<file path="config.mk">
export PLATFORM = sky130hd
export DESIGN_NAME = scl_clock_gen
export DESIGN_NICKNAME = d
export VERILOG_FILES = /design/src/rtl/scl_div_pkg.sv /design/src/rtl/scl_cfg_capture.sv /design/src/rtl/scl_prescaler.sv /design/src/rtl/scl_phase_timer.sv /design/src/rtl/scl_clock_gen.sv
export SDC_FILE = /design/constraint.sdc
export NUM_CORES = 1
export LEC_CHECK = 0
export BUFFER_PORTS_ARGS = -buffer_cell sky130_fd_sc_hd__buf_2
export CAP_MARGIN = 20
export CORE_MARGIN = 10
export CORE_UTILIZATION = 60
export CTS_BUF_LIST = sky130_fd_sc_hd__clkbuf_8
export CTS_CLUSTER_SIZE = 8
export DETAILED_ROUTE_END_ITERATION = 8
export PLACE_DENSITY = 0.83
export SYNTH_ARGS = -nofsm -noshare
export SYNTH_HDL_FRONTEND = slang
export SYNTH_SLANG_ARGS = --single-unit
</file>
<file path="constraint.sdc">
create_clock -name clk -period 5.6 [get_ports clk]
set_input_delay 0.84 -clock clk [delete_from_list [all_inputs] [get_ports clk]]
set_output_delay 0.84 -clock clk [all_outputs]
set_load 0.01 [all_outputs]
</file>
<file path="src/rtl/scl_div_pkg.sv">
package scl_div_pkg;

    localparam int CFG_W = 16;
    localparam int LEN_W = CFG_W + 1;

    typedef enum logic [1:0] {
        PH_IDLE = 2'd0,
        PH_LOW  = 2'd1,
        PH_HIGH = 2'd2
    } phase_e;

    typedef struct packed {
        logic [CFG_W-1:0] psc;
        logic [CFG_W-1:0] lo;
        logic [CFG_W-1:0] hi;
    } div_cfg_t;

    // Extra module periods added to every phase.
    function automatic logic [2:0] phase_offset(input logic [CFG_W-1:0] p);
        if (p == '0)
            return 3'd7;
        else if (p == CFG_W'(1))
            return 3'd6;
        else
            return 3'd5;
    endfunction

endpackage

</file>
<file path="src/rtl/scl_cfg_capture.sv">
module scl_cfg_capture
    import scl_div_pkg::*;
(
    input  logic     clk,
    input  logic     rst,
    input  logic     en,
    input  div_cfg_t cfg_in,
    output div_cfg_t cfg_q
);

    always_ff @(posedge clk) begin
        if (rst)
            cfg_q <= '0;
        else if (!en)
            cfg_q <= cfg_in;
    end

    // settings are frozen while the module is enabled
    assert_cfg_frozen_R6: assert property (@(posedge clk) disable iff (rst)
        (en && $past(en) && !$past(rst)) |-> $stable(cfg_q));

endmodule

</file>
<file path="src/rtl/scl_prescaler.sv">
module scl_prescaler
    import scl_div_pkg::*;
(
    input  logic             clk,
    input  logic             rst,
    input  logic             en,
    input  logic [CFG_W-1:0] psc,
    output logic             tick
);

    logic [CFG_W-1:0] cnt_q;

    always_ff @(posedge clk) begin
        if (rst || !en) begin
            cnt_q <= '0;
            tick  <= 1'b0;
        end else if (cnt_q == psc) begin
            cnt_q <= '0;
            tick  <= 1'b1;
        end else begin
            cnt_q <= cnt_q + 1'b1;
            tick  <= 1'b0;
        end
    end

    // with a nonzero prescale, ticks are never back to back
    assert_tick_spacing_R1: assert property (@(posedge clk) disable iff (rst || !en)
        (tick && psc != '0) |=> !tick);

endmodule

</file>
<file path="src/rtl/scl_phase_timer.sv">
module scl_phase_timer
    import scl_div_pkg::*;
(
    input  logic             clk,
    input  logic             rst,
    input  logic             en,
    input  logic             tick,
    input  logic             run,
    input  logic [LEN_W-1:0] len_low,
    input  logic [LEN_W-1:0] len_high,
    output logic             scl,
    output logic             mid_lo,
    output logic             mid_hi
);

    phase_e           state_q;
    logic [LEN_W-1:0] cnt_q;
    logic [LEN_W-1:0] half_low;
    logic [LEN_W-1:0] half_high;

    assign half_low  = len_low  >> 1;
    assign half_high = len_high >> 1;
    assign scl       = (state_q != PH_LOW);

    always_ff @(posedge clk) begin
        if (rst || !en) begin
            state_q <= PH_IDLE;
            cnt_q   <= '0;
            mid_lo  <= 1'b0;
            mid_hi  <= 1'b0;
        end else begin
            mid_lo <= 1'b0;
            mid_hi <= 1'b0;
            if (tick) begin
                unique case (state_q)
                    PH_IDLE: begin
                        if (run) begin
                            state_q <= PH_LOW;
                            cnt_q   <= '0;
                        end
                    end
                    PH_LOW: begin
                        mid_lo <= (cnt_q == half_low);
                        if (cnt_q == len_low - 1'b1) begin
                            state_q <= PH_HIGH;
                            cnt_q   <= '0;
                        end else begin
                            cnt_q <= cnt_q + 1'b1;
                        end
                    end
                    PH_HIGH: begin
                        mid_hi <= (cnt_q == half_high);
                        if (cnt_q == len_high - 1'b1) begin
                            state_q <= run ? PH_LOW : PH_IDLE;
                            cnt_q   <= '0;
                        end else begin
                            cnt_q <= cnt_q + 1'b1;
                        end
                    end
                    default: state_q <= PH_IDLE;
                endcase
            end
        end
    end

    // the low strobe appears only while SCL is driven low
    assert_mid_low_in_phase_R8: assert property (@(posedge clk) disable iff (rst)
        mid_lo |-> !scl);

    // the high strobe appears only while SCL is released
    assert_mid_high_in_phase_R9: assert property (@(posedge clk) disable iff (rst)
        mid_hi |-> scl);

    // the low-phase counter never passes its phase length
    assert_low_count_bound_R2: assert property (@(posedge clk) disable iff (rst || !en)
        (state_q == PH_LOW) |-> (cnt_q < len_low));

    // the high-phase counter never passes its phase length
    assert_high_count_bound_R3: assert property (@(posedge clk) disable iff (rst || !en)
        (state_q == PH_HIGH) |-> (cnt_q < len_high));

endmodule

</file>
<file path="src/rtl/scl_clock_gen.sv">
module scl_clock_gen
    import scl_div_pkg::*;
(
    input  logic        clk,
    input  logic        rst,
    input  logic        mod_en,
    input  logic [15:0] psc_val,
    input  logic [15:0] low_cnt,
    input  logic [15:0] high_cnt,
    input  logic        run,
    output logic        scl_out,
    output logic        mid_low,
    output logic        mid_high
);

    div_cfg_t         cfg_in;
    div_cfg_t         cfg_q;
    logic             tick;
    logic [2:0]       offs;
    logic [LEN_W-1:0] len_low;
    logic [LEN_W-1:0] len_high;

    assign cfg_in   = '{psc: psc_val, lo: low_cnt, hi: high_cnt};
    assign offs     = phase_offset(cfg_q.psc);
    assign len_low  = LEN_W'(cfg_q.lo) + LEN_W'(offs);
    assign len_high = LEN_W'(cfg_q.hi) + LEN_W'(offs);

    scl_cfg_capture u_cfg (
        .clk    (clk),
        .rst    (rst),
        .en     (mod_en),
        .cfg_in (cfg_in),
        .cfg_q  (cfg_q)
    );

    scl_prescaler u_psc (
        .clk  (clk),
        .rst  (rst),
        .en   (mod_en),
        .psc  (cfg_q.psc),
        .tick (tick)
    );

    scl_phase_timer u_timer (
        .clk      (clk),
        .rst      (rst),
        .en       (mod_en),
        .tick     (tick),
        .run      (run),
        .len_low  (len_low),
        .len_high (len_high),
        .scl      (scl_out),
        .mid_lo   (mid_low),
        .mid_hi   (mid_high)
    );

    // a disabled module releases SCL and stays quiet
    assert_disable_release_R5: assert property (@(posedge clk) disable iff (rst)
        !mod_en |=> (scl_out && !mid_low && !mid_high));

    // the two strobes never coincide
    assert_mid_exclusive_R9: assert property (@(posedge clk) disable iff (rst)
        !(mid_low && mid_high));

endmodule

</file>
### Yosys cells after proc, flatten, opt, wreduce, memory -nomap -nowiden

Index checks and enable logic that the tools add are counted.

| storage, ports and cells | value |
|---|---|
| register bits | 86 |
| input port bits | 52 |
| output and inout bits | 3 |
| logic and storage cells | 52 |

| operators by class | value |
|---|---|
| add/sub/neg operators | 6 |
| equal/unequal tests | 12 |
| multiplexer cells | 12 |
| bitwise gates (word level) | 3 |
| reductions and logical operators | 10 |

Operators with widths:

| cell | count |
|---|---|
| two-way mux 17 bit | 3 |
| case mux 17 bit (3 select lines) | 1 |
| adder 16 x 3 -> 17 bit | 2 |
| == test 17 x 16 -> 1 bit | 2 |
| == test 17 bit | 2 |
| subtractor 17 x 1 -> 17 bit (second input constant) | 2 |
| adder 17 x 1 -> 17 bit (second input constant) | 1 |
| adder 16 x 1 -> 16 bit (second input constant) | 1 |
| == test 16 x 1 -> 1 bit (second input constant) | 1 |
| == test 16 bit | 1 |
| zero test 16 bit | 1 |
| two-way mux 2 bit | 5 |
| != test 2 x 1 -> 1 bit (second input constant) | 3 |
| case mux 2 bit (3 select lines) | 1 |
| OR reduction 3 bit | 2 |
| AND reduction 4 bit | 1 |
| inverter 1 bit | 3 |
| AND reduction 3 bit | 1 |
| nonzero test 3 bit | 1 |
| == test 2 x 1 -> 1 bit (second input constant) | 1 |
| == test 2 bit (second input constant) | 1 |
| zero test 2 bit | 1 |
| two-way mux 1 bit | 2 |
| != test 2 bit (second input constant) | 1 |
| other kinds (3) | 3 |

### Logic depth before layout (Yosys ltp)

Gate-level depths: netlist of the first run.

| logic depth | value |
|---|---|
| depth in word-level cells | 8 |
| mapped depth | 17 |
| depth with buffers taken out | 16 |

### Modules after synthesis

A second synthesis of the first run with hierarchy kept.

| second synthesis, totals | value |
|---|---|
| cells, all modules | 697 |
| area, all modules | 6,002.0 um^2 |

By module, submodules not included:

| module | instances | cells each | area an instance (um^2) | sequential area each (um^2) |
|---|---|---|---|---|
| scl_phase_timer | 1 | 349 | 2,677.6 | 420.4 |
| scl_cfg_capture | 1 | 155 | 1,729.2 | 960.9 |
| scl_prescaler | 1 | 103 | 928.4 | 340.3 |
| scl_clock_gen | 1 | 90 | 666.9 | 0.0 |

### Least setup slack after synthesis of the first run

Ideal clock, no wire load.

| path | value |
|---|---|
| path kind | reg2reg |
| from | register, netlist name u_cfg.cfg_q[43] |
| to | register u_timer.cnt_q[10] |
| library setup time | 114 ps |
| data arrival time | 3,846 ps |
| required time | 5,486 ps |
| path slack | 1,640 ps |
| stages on the path, launching flop included | 18 |
| path buffers | 1 |
| clock period less this slack | 3,960 ps |
| cell sequence | dfxtp_1 -> nor3_1 -> and4_1 -> nand2_1 -> ha_1 -> inv_1 -> fa_1 -> and2b_1 -> nor4_1 -> xnor2_1 -> and3_1 -> nand4_1 -> xnor2_1 -> a21o_1 -> o41ai_4 -> buf_6 -> a221oi_1 -> a21o_1 |

| on the way | value |
|---|---|
| cells in the longest elaborated chain, start to end | 8 |
| elaborated cells on any way between the ends | 13 |
| those cells by class | add/sub (4); eq/ne (3); mux (5); reduce/logical (1) |

RTL lines:

| item | line | RTL |
|---|---|---|
| == test 16 x 1 -> 1 bit | scl_div_pkg.sv:22 | `else if (p == CFG_W'(1))` |
| two-way mux 2 bit | scl_div_pkg.sv:22 |  |
| two-way mux 2 bit * | scl_div_pkg.sv:20 | `if (p == '0)` |
| adder 16 x 3 -> 17 bit, on equally long branches | scl_clock_gen.sv:26, scl_clock_gen.sv:25 |  |
| subtractor 17 x 1 -> 17 bit, on equally long branches | scl_phase_timer.sv:53, scl_phase_timer.sv:44 |  |
| == test 17 bit, on equally long branches | scl_phase_timer.sv:53, scl_phase_timer.sv:44 |  |
| two-way mux 17 bit, on equally long branches | scl_phase_timer.sv:53, scl_phase_timer.sv:44 |  |
| case mux 17 bit (3 select lines) * | scl_phase_timer.sv:35 | `unique case (state_q)` |
| end signal, assigned | scl_phase_timer.sv:48 | `cnt_q <= cnt_q + 1'b1;` |
| end signal, assigned | scl_phase_timer.sv:57 | `cnt_q <= cnt_q + 1'b1;` |
| end, declared | scl_phase_timer.sv:17 | `logic [LEN_W-1:0] cnt_q;` |

Mark *: on every way between the ends. The rest lies on a longest branch, timed or not.
A chain may end at the register's enable or synchronous reset.

### Worst setup path in the final report of the first run

| path | value |
|---|---|
| from | register, netlist name u_cfg.cfg_q[43] |
| to | register u_timer.cnt_q[0] |

| on the way | value |
|---|---|
| cells in the longest elaborated chain, start to end | 8 |
| elaborated cells on any way between the ends | 13 |
| those cells by class | add/sub (4); eq/ne (3); mux (5); reduce/logical (1) |

RTL lines:

| item | line |
|---|---|
| == test 16 x 1 -> 1 bit | scl_div_pkg.sv:22 |
| two-way mux 2 bit | scl_div_pkg.sv:22 |
| two-way mux 2 bit * | scl_div_pkg.sv:20 |
| adder 16 x 3 -> 17 bit, on equally long branches | scl_clock_gen.sv:26, scl_clock_gen.sv:25 |
| subtractor 17 x 1 -> 17 bit, on equally long branches | scl_phase_timer.sv:53, scl_phase_timer.sv:44 |
| == test 17 bit, on equally long branches | scl_phase_timer.sv:53, scl_phase_timer.sv:44 |
| two-way mux 17 bit, on equally long branches | scl_phase_timer.sv:53, scl_phase_timer.sv:44 |
| case mux 17 bit (3 select lines) * | scl_phase_timer.sv:35 |

Marks and branches as above.

==> flow_metrics.tcl, run 1 <==
set metrics [dict create \
    cts_buffers 9 \
    reg2reg_depth 16 \
    finalHoldViolations 0 \
    htreeDepth 3 \
    synth.net_count 822 \
    antenna_found_initial 0 \
    syn_area_um2 6346 \
    antenna_left 0 \
    crit_type "flop to flop" \
    grt_pass1_vias 5635 \
    setup_ws_ns 0.6081 \
    synth_top_area_cell "dfxtp_1" \
    synth.top_cells.by_count "nor2_1 (89), xnor2_1 (88), dfxtp_1 (86)" \
    crit_path_end_kind "flop" \
    worstSkewPairLatency_ns 0.37 \
    skew_ns 0.01380 \
    final.period_utilization 0.8914 \
    synth_cells 755 \
    rsz0062_at_grt "no" \
    max-cap-violations 0 \
    wl_mm 16.05 \
    worstHoldEndpoint "u_psc.cnt_q[0]$_SDFF_PP0_" \
    yosysSeqAreaShare 0.2713 \
    cts-resized-gates 0 \
    p_leak_nw 2.750 \
    hold_depth 1 \
    start_util 0.6147 \
    place_inst 901 \
    max-vdd-ir-drop_v 0.0001674 \
    setup_viol 0 \
    fin_crit_ns 4.992 \
    reg2reg_from "u_cfg.cfg_q[43]$_SDFFE_PP0N_" \
    intPower_mw 1.065 \
    dieArea_um2 15090 \
    comb_power_share 0.170 \
    syn_to_final_growth_pct 7.788 \
    instances_no_fill 917 \
    reg2reg_slack_ns 0.61 \
    status "finished clean" \
    clock_power_share 0.374 \
    synthArstFlopShare 0 \
    synth.top_cell.area_share 0.2713 \
    io_buffers 54 \
    ys_types 70 \
    wl_per_cell_um 17.50 \
    tightest_slew_ns 1.071 \
    fillCellCount 821 \
    post_cts_buffers 0 \
    ys_warn_count 0 \
    required_ns 5.87 \
    cts_hold_buffers 0 \
    grt_max_degree 51 \
    cts_tree "done" \
    grt_pass1_wl_mm 26.61 \
    die_w_um 122.8 \
    r2r-end "u_timer.cnt_q[0]$_SDFFE_PP0P_" \
    tns_ns 0 \
    vias 5597 \
    synth_ff_type "dfxtp_1" \
    drt_iter0_markers 406 \
    worstHoldStart "u_psc.cnt_q[0]$_SDFF_PP0_" \
    hp-class "flop to flop" \
    clkTransAtPathRegs_ns 0.09 \
    critPathMaxFanout 15 \
    firstDrtPassIters 5 \
    synth_seq_cells 86 \
    clockBufferDepth 2 \
    synth_most_common_cell "nor2_1" \
    timing.fmax_mhz 200.3 \
    power_switching_mw 0.3999 \
    ios 55 \
    cp-start-kind "flop" \
    num_rows 37 \
    sequentialPowerShare 0.456 \
    core_area_um2 10320 \
    grt_util_all_layers 0.2136 \
    cellPowerDensity_nw_per_um2 214.2 \
    root_buffer "clkbuf_8" \
    cts.sinks 86 \
    via_per_inst 6.104 \
    syn_avg_cell_area_um2 8.405 \
    die_y_um 122.8 \
    drv_slew 0 \
    grt_overflow 0 \
    gp_congestion 0.9256 \
    synth_edf_count 0 \
    synthTopCellsByArea "dfxtp_1 (27%), xnor2_1 (12%), mux2i_1 (8.5%)" \
    drc 0 \
    swShare 0.2730 \
    drive_above_1_share 0.1165 \
    fin_nets 843 \
    cp_data_arrival_time_ns 5.26 \
    slew-limit-headroom 0.2836 \
    num_antenna_cells 0 \
    pre_cts_ws_ns 0.7195 \
    dp_hpwl_mm 12.14 \
]
==> critical path, stage by stage (launching register included) <==
cell and delay, ns:
dfxtp_1 0.41, nor3_1 0.08, and4_1 0.25, nand2_1 0.12
ha_1 0.23, inv_1 0.08, fa_1 0.48, and2b_1 0.30
nor3_2 0.35, a32oi_1 0.28, nor3_1 0.41, nand4_1 0.20
xnor2_1 0.17, a21o_1 0.18, o41ai_4 0.83, a21oi_2 0.21
mux2_2 0.31
==> cell families (layout without fill, tap and decap cells) <==
logic type / count (synthesis) / count (layout) / synth area share
compound gates: 83 / 83 / 0.1035
xor+xnor: 145 / 145 / 0.2078
flops: 86 / 86 / 0.2713
simple gates: 303 / 303 / 0.2488
buf+inv: 65 / 91 / 0.04377
mux: 58 / 58 / 0.09286
fa+ha+maj: 15 / 15 / 0.03194
==> layout by cell type, fill, tap and decap left out, types with 3 or more instances in the layout <==
cell,count
inv_1,22
or3_1,4
nor3b_1,7
a21oi_1,9
mux2_2,3
nand3_1,26
mux2i_1,54
xnor3_1,3
nor3_1,26
a31oi_1,9
nor4_1,21
o21ai_0,10
nand2_1,39
or2_2,3
clkbuf_8,11
nor2b_1,6
nand4_1,17
buf_2,54
a221oi_1,9
xnor2_1,88
nand2b_1,20
a22o_1,4
ha_1,13
bufinv_16,3
a211oi_1,6
dfxtp_1,86
nor2_1,89
and4_1,5
a21o_1,10
and3_1,23
xor2_1,53
==> state kept, by name (all words and copies together) (netlist names) <==
name             flops
u_timer.mid_hi       1
u_psc.tick           1
u_psc.cnt_q         16
u_timer.mid_lo       1
u_timer.cnt_q       17
u_timer.state_q      2
u_cfg.cfg_q         48
==> worst max-delay path by stage <==
stage	start	end	slack [ns]
2_1_floorplan	u_cfg.cfg_q[43]$_SDFFE_PP0N_	u_timer.cnt_q[10]$_SDFFE_PP0P_	1.64
3_3_place_gp	u_cfg.cfg_q[43]$_SDFFE_PP0N_	u_timer.cnt_q[0]$_SDFFE_PP0P_	0.94
3_5_place_dp	u_cfg.cfg_q[43]$_SDFFE_PP0N_	u_timer.cnt_q[0]$_SDFFE_PP0P_	0.72
4_1_cts	u_cfg.cfg_q[43]$_SDFFE_PP0N_	u_timer.cnt_q[0]$_SDFFE_PP0P_	0.70
5_1_grt	u_cfg.cfg_q[44]$_SDFFE_PP0N_	u_timer.state_q[1]$_SDFFE_PP0P_	0.24
6_report	u_cfg.cfg_q[43]$_SDFFE_PP0N_	u_timer.cnt_q[0]$_SDFFE_PP0P_	0.61
==> final cells by class <==
class | count | area (um^2) | area share
clock buffers | 11 | 151.4 | 0.02213
clock inverters | 5 | 97.59 | 0.01427
inverters | 20 | 75.07 | 0.01097
multi-input cells | 604 | 4347 | 0.6354
flip-flops and latches | 86 | 1722 | 0.2517
well taps | 136 | 170.2 | 0.02488
repair buffers | 55 | 277.8 | 0.04061
==> per-stage QoR <==
stage               power, mW  hold WS (ns)    util  instance area [um^2]
floorplan              0.8655        0.4471       -                  6346
global placement       0.9137        0.4803  0.6385                  6591
detailed placement     0.9257        0.4978  0.6385                  6591
CTS                     1.461        0.5159  0.6626                  6840
global route            1.520        0.5502  0.6626                  6840
finish                  1.465        0.5256  0.6626                  6840
==> routing by layer <==
layer,global-route usage,routed length [um],part of all wire,vias to the layer above
li1,-,-,-,2684
met1,0.2482,6560,0.41,2635
met2,0.3588,7735,0.48,218
met3,0.05096,1162,0.072,60
met4,0.1097,588,0.037,0
met5,0,0,0,-
==> power groups by stage <==
stage	Sequential (mW)	Clock, mW	Combinational (mW)
after floorplan	0.663	0	0.202
after CTS	0.667	0.546	0.247
after global routing	0.672	0.574	0.274
after detailed placement	0.682	0	0.244
final	0.668	0.548	0.249
after global placement	0.681	0	0.233
Power figures use the tool's default switching activity.
==> run 2, diff against run 1 <==
--- a/config.mk
+++ b/config.mk
@@ -12,7 +12,7 @@
 export CTS_BUF_LIST = sky130_fd_sc_hd__clkbuf_8
 export CTS_CLUSTER_SIZE = 8
 export DETAILED_ROUTE_END_ITERATION = 8
-export PLACE_DENSITY = 0.83
+export PLACE_DENSITY_LB_ADDON = 0.2
 export SYNTH_ARGS = -nofsm -noshare
 export SYNTH_HDL_FRONTEND = slang
 export SYNTH_SLANG_ARGS = --single-unit
==> flow_metrics.tcl, run 2 (same netlist as run 1, synthesis figures left out) <==
set metrics [dict create \
    status "finished clean" \
    reg2reg_from "u_cfg.cfg_q[39]$_SDFFE_PP0N_" \
    timing.fmax_mhz 194.8 \
    ios 55 \
    required_ns 5.86 \
    cellPowerDensity_nw_per_um2 207.2 \
    io_buffers 54 \
    grt_pass1_vias 5380 \
    clockBufferDepth 2 \
    root_buffer "clkbuf_8" \
    num_antenna_cells 0 \
    crit_type "flop to flop" \
    fin_crit_ns 5.134 \
    regMostFlops "u_cfg.cfg_q" \
    hp-class "flop to flop" \
    fillCellCount 872 \
    via_per_inst 5.987 \
    critPathMaxFanout 15 \
    rsz0062_at_grt "no" \
    dieArea_um2 15090 \
    clkTransAtPathRegs_ns 0.09 \
    gp_congestion 0.9563 \
    drive_above_1_share 0.1178 \
    drv_slew 0 \
    antenna_found_initial 0 \
    grt_overflow 0 \
    post_cts_buffers 0 \
    cp_data_arrival_time_ns 5.40 \
    setup_viol 0 \
    max-cap-violations 0 \
    antenna_left 0 \
    reg_top3 "u_cfg.cfg_q x48, u_timer.cnt_q x17, u_psc.cnt_q x16" \
    hold_depth 1 \
    die_y_um 122.8 \
    drc 0 \
    num_rows 37 \
    firstDrtPassIters 5 \
    worstHoldEndpoint "u_psc.cnt_q[0]$_SDFF_PP0_" \
    max-vdd-ir-drop_v 0.0001843 \
    drt_iter0_markers 464 \
    reg2reg_slack_ns 0.47 \
    crit_path_end_kind "flop" \
    cts_hold_buffers 0 \
    skew_ns 0.01415 \
    grt_util_all_layers 0.2128 \
    grt_max_degree 51 \
    cp-start-kind "flop" \
    worstHoldStart "u_psc.cnt_q[0]$_SDFF_PP0_" \
    final_cell_mix "nor2_1 (89), xnor2_1 (88), dfxtp_1 (86), mux2i_1 (54), buf_2 (54)" \
    layout_commonest_cell "nor2_1" \
    multiInputGateArea_um2 4347 \
    postPlaceCellArea_um2 6591 \
    wl_per_cell_um 17.35 \
    wl_mm 15.91 \
    worstSkewPairLatency_ns 0.37 \
    grt_pass1_wl_mm 26.30 \
    die_w_um 122.8 \
    fin_nets 843 \
    r2r-end "u_timer.cnt_q[0]$_SDFFE_PP0P_" \
    htreeDepth 3 \
    core_area_um2 10320 \
    final.period_utilization 0.9168 \
    syn_to_final_growth_pct 7.334 \
    utilization 0.6598 \
    p_leak_nw 2.725 \
    reg2reg_depth 14 \
    tns_ns 0 \
    tightest_slew_ns 1.030 \
    start_util 0.6147 \
    largest_register_ffs 48 \
    cts_buffers 9 \
    register_area_um2 1722 \
    cts.sinks 86 \
    design_area_um2 6812 \
    vias 5490 \
    slew-limit-headroom 0.3110 \
    cts-resized-gates 0 \
    cts_tree "done" \
    finalHoldViolations 0 \
    dp_hpwl_mm 12.17 \
]
## run 2: cell type report
cell class                 instances  area share
multi-input combinational        604      0.6381
sequential                        86      0.2528
inverter                          20     0.01102
clock buffer                       9     0.01819
clock inverter                     7     0.01414
tap                              136     0.02498
timing repair buffer              55     0.04078
## run 2: report_power, final
group | switching, mW | leakage [nW] | total (mW) | internal (mW)
Clock | 0.242 | 0.108 | 0.494 | 0.253
Sequential | 0.0354 | 0.703 | 0.668 | 0.633
Combinational | 0.135 | 1.91 | 0.249 | 0.115
## run 2: per-layer routing
metal	share of wire	track usage	routed length (um)
met1	0.44	0.2713	6946
met2	0.49	0.3571	7820
met3	0.050	0.03489	796
met4	0.022	0.07143	344
met5	0	0	0
## run 2: worst max-delay path by stage
stage | startpoint | to | slack [ns] | depth (start not counted)
CTS | u_cfg.cfg_q[39]$_SDFFE_PP0N_ | u_timer.state_q[1]$_SDFFE_PP0P_ | 0.54 | 14
floorplan | u_cfg.cfg_q[43]$_SDFFE_PP0N_ | u_timer.cnt_q[10]$_SDFFE_PP0P_ | 1.64 | 17
detailed placement | u_cfg.cfg_q[39]$_SDFFE_PP0N_ | u_timer.state_q[1]$_SDFFE_PP0P_ | 0.57 | 14
global placement | u_cfg.cfg_q[39]$_SDFFE_PP0N_ | u_timer.cnt_q[0]$_SDFFE_PP0P_ | 0.81 | 16
finish | u_cfg.cfg_q[39]$_SDFFE_PP0N_ | u_timer.cnt_q[0]$_SDFFE_PP0P_ | 0.47 | 14
global route | u_cfg.cfg_q[44]$_SDFFE_PP0N_ | u_timer.state_q[1]$_SDFFE_PP0P_ | 0.23 | 16
## run 2: metrics by stage
stage	std cells	power (mW)	hold WS, ns	setup slack, ns
3_3_place_gp	901	0.9175	0.4724	0.8068
6_report	917	1.412	0.4959	0.4660
4_1_cts	917	1.419	0.5015	0.5417
2_1_floorplan	755	0.8655	0.4471	1.640
3_5_place_dp	901	0.9277	0.4802	0.5693
5_1_grt	917	1.475	0.5431	0.2343
## run 2: worst max-delay path, cell delays in order (launching register included)
cell     delay [ns]
dfxtp_1        0.34
nor4_1         0.37
and4_1         0.34
inv_1          0.11
fa_1           0.52
and2b_1        0.30
nor4_1         0.48
xnor2_1        0.28
and3_1         0.31
nand3_1        0.12
o32ai_1        0.27
a21oi_1        0.13
o41ai_4        0.90
a21oi_2        0.22
mux2_2         0.32
==> run 3, diff against run 2 <==
--- a/config.mk
+++ b/config.mk
@@ -12,6 +12,7 @@
 export CTS_BUF_LIST = sky130_fd_sc_hd__clkbuf_8
 export CTS_CLUSTER_SIZE = 8
 export DETAILED_ROUTE_END_ITERATION = 8
+export MAX_ROUTING_LAYER = met4
 export PLACE_DENSITY_LB_ADDON = 0.2
 export SYNTH_ARGS = -nofsm -noshare
 export SYNTH_HDL_FRONTEND = slang
==> flow_metrics.tcl, run 3 (same netlist as run 1, synthesis figures left out) <==
set metrics [dict create \
    reg2reg_slack_ns 0.41 \
    antenna_left 0 \
    startpoint "u_cfg.cfg_q[39]$_SDFFE_PP0N_" \
    ios 55 \
    clockBufferDepth 2 \
    setup_ws_ns 0.4113 \
    grt_util_all_layers 0.2174 \
    wl_per_cell_um 17.23 \
    cp_data_arrival_time_ns 5.47 \
    io_buffers 54 \
    tightest_slew_ns 0.9370 \
    grt_pass1_vias 5258 \
    tns_ns 0 \
    vias 5515 \
    max-cap-violations 0 \
    syn_to_final_growth_pct 7.571 \
    layout_commonest_cell "nor2_1" \
    fillCellCount 865 \
    met3_usage 0.02709 \
    utilization 0.6613 \
    cts_hold_buffers 0 \
    rsz0062_at_grt "no" \
    p_leak_nw 2.736 \
    root_buffer "clkbuf_8" \
    cellPowerDensity_nw_per_um2 210.0 \
    firstDrtPassIters 5 \
    setup_viol 0 \
    status "finished clean" \
    dp_hpwl_mm 11.99 \
    die_w_um 122.8 \
    drv_slew 0 \
    grt_busiest_layer "met2" \
    fin_nets 844 \
    reg_top3 "u_cfg.cfg_q x48, u_timer.cnt_q x17, u_psc.cnt_q x16" \
    cts-resized-gates 0 \
    crit_path_end_kind "flop" \
    start_util 0.6147 \
    whs_ns 0.5110 \
    cp-start-kind "flop" \
    timing.fmax_mhz 192.7 \
    drc 0 \
    cts.sinks 86 \
    dieArea_um2 15090 \
    slew-limit-headroom 0.3732 \
    num_antenna_cells 0 \
    worstHoldStart "u_psc.cnt_q[0]$_SDFF_PP0_" \
    fin_crit_ns 5.189 \
    largest_register_ffs 48 \
    grt_overflow 0 \
    grt_util_met1 0.2671 \
    crit_type "flop to flop" \
    total_power_mw 1.434 \
    use_met2 0.3554 \
    regMostFlops "u_cfg.cfg_q" \
    required_ns 5.88 \
    cts_tree "done" \
    post_cts_buffers 0 \
    finalHoldViolations 0 \
    htreeDepth 3 \
    drive_above_1_share 0.1202 \
    skew_ns 0.01022 \
    cts_buffers 9 \
    via_per_inst 6.008 \
    antenna_found_initial 0 \
    hp-class "flop to flop" \
    die_y_um 122.8 \
    wl_mm 15.82 \
    clkTransAtPathRegs_ns 0.09 \
    drt_iter0_markers 456 \
    num_rows 37 \
    core_area_um2 10320 \
    critPathMaxFanout 15 \
    max-vdd-ir-drop_v 0.0002287 \
    worstSkewPairLatency_ns 0.39 \
    gp_congestion 0.8930 \
    pre_cts_ws_ns 0.5615 \
    reg2reg_from "u_cfg.cfg_q[39]$_SDFFE_PP0N_" \
    grt_max_degree 51 \
    grt_pass1_wl_mm 26.03 \
    final.period_utilization 0.9266 \
    final_cell_mix "nor2_1 (89), xnor2_1 (88), dfxtp_1 (86), mux2i_1 (54), buf_2 (54)" \
]
## run 3: power by group
part	internal, mW	leakage, nW	switching, mW
registers	0.633	0.703	0.0351
logic	0.115	1.92	0.134
clock network	0.258	0.114	0.259
## run 3: critical path: stages (launching register included)
cell,delay [ns]
dfxtp_1,0.35
nor4_1,0.50
and4_1,0.35
nand2_1,0.10
ha_1,0.26
inv_1,0.09
fa_1,0.32
nor4b_1,0.30
nand4_1,0.16
and3_1,0.28
nor3_1,0.45
nand4_1,0.17
xnor2_1,0.16
a21o_1,0.18
o41ai_4,0.87
a21oi_2,0.21
mux2_2,0.32
## run 3: layout make-up
| class | instances | area [um^2] | area share |
|---|---|---|---|
| flip-flops and latches | 86 | 1722 | 0.2522 |
| clock inverters | 7 | 103.9 | 0.01521 |
| clock buffers | 9 | 123.9 | 0.01815 |
| well taps | 136 | 170.2 | 0.02493 |
| repair buffers | 56 | 285.3 | 0.04179 |
| multi-input cells | 604 | 4347 | 0.6367 |
| inverters | 20 | 75.07 | 0.01100 |
## run 3: per-stage QoR
step / std cells / cell area [um^2]
final: 918 / 6827
after global routing: 918 / 6827
after CTS: 917 / 6819
after detailed placement: 901 / 6591
after global placement: 901 / 6591
after floorplan: 755 / 6346
## run 3: layer usage
| metal | wire [um] | vias to the layer above |
|---|---|---|
| li1 | - | 2699 |
| met1 | 6887 | 2617 |
| met5 | 0 | - |
| met4 | 385 | 0 |
| met2 | 7851 | 168 |
| met3 | 694 | 31 |
## run 3: path summary, 6_finish.rpt
| check | endpoint | depth (start not counted) |
|---|---|---|
| worst max register to register | u_timer.cnt_q[0]$_SDFFE_PP0P_ | 16 |
| worst max-delay path | u_timer.cnt_q[0]$_SDFFE_PP0P_ | 16 |
| worst min-delay path | u_psc.cnt_q[0]$_SDFF_PP0_ | 1 |
| worst min register to register | u_psc.cnt_q[0]$_SDFF_PP0_ | 1 |
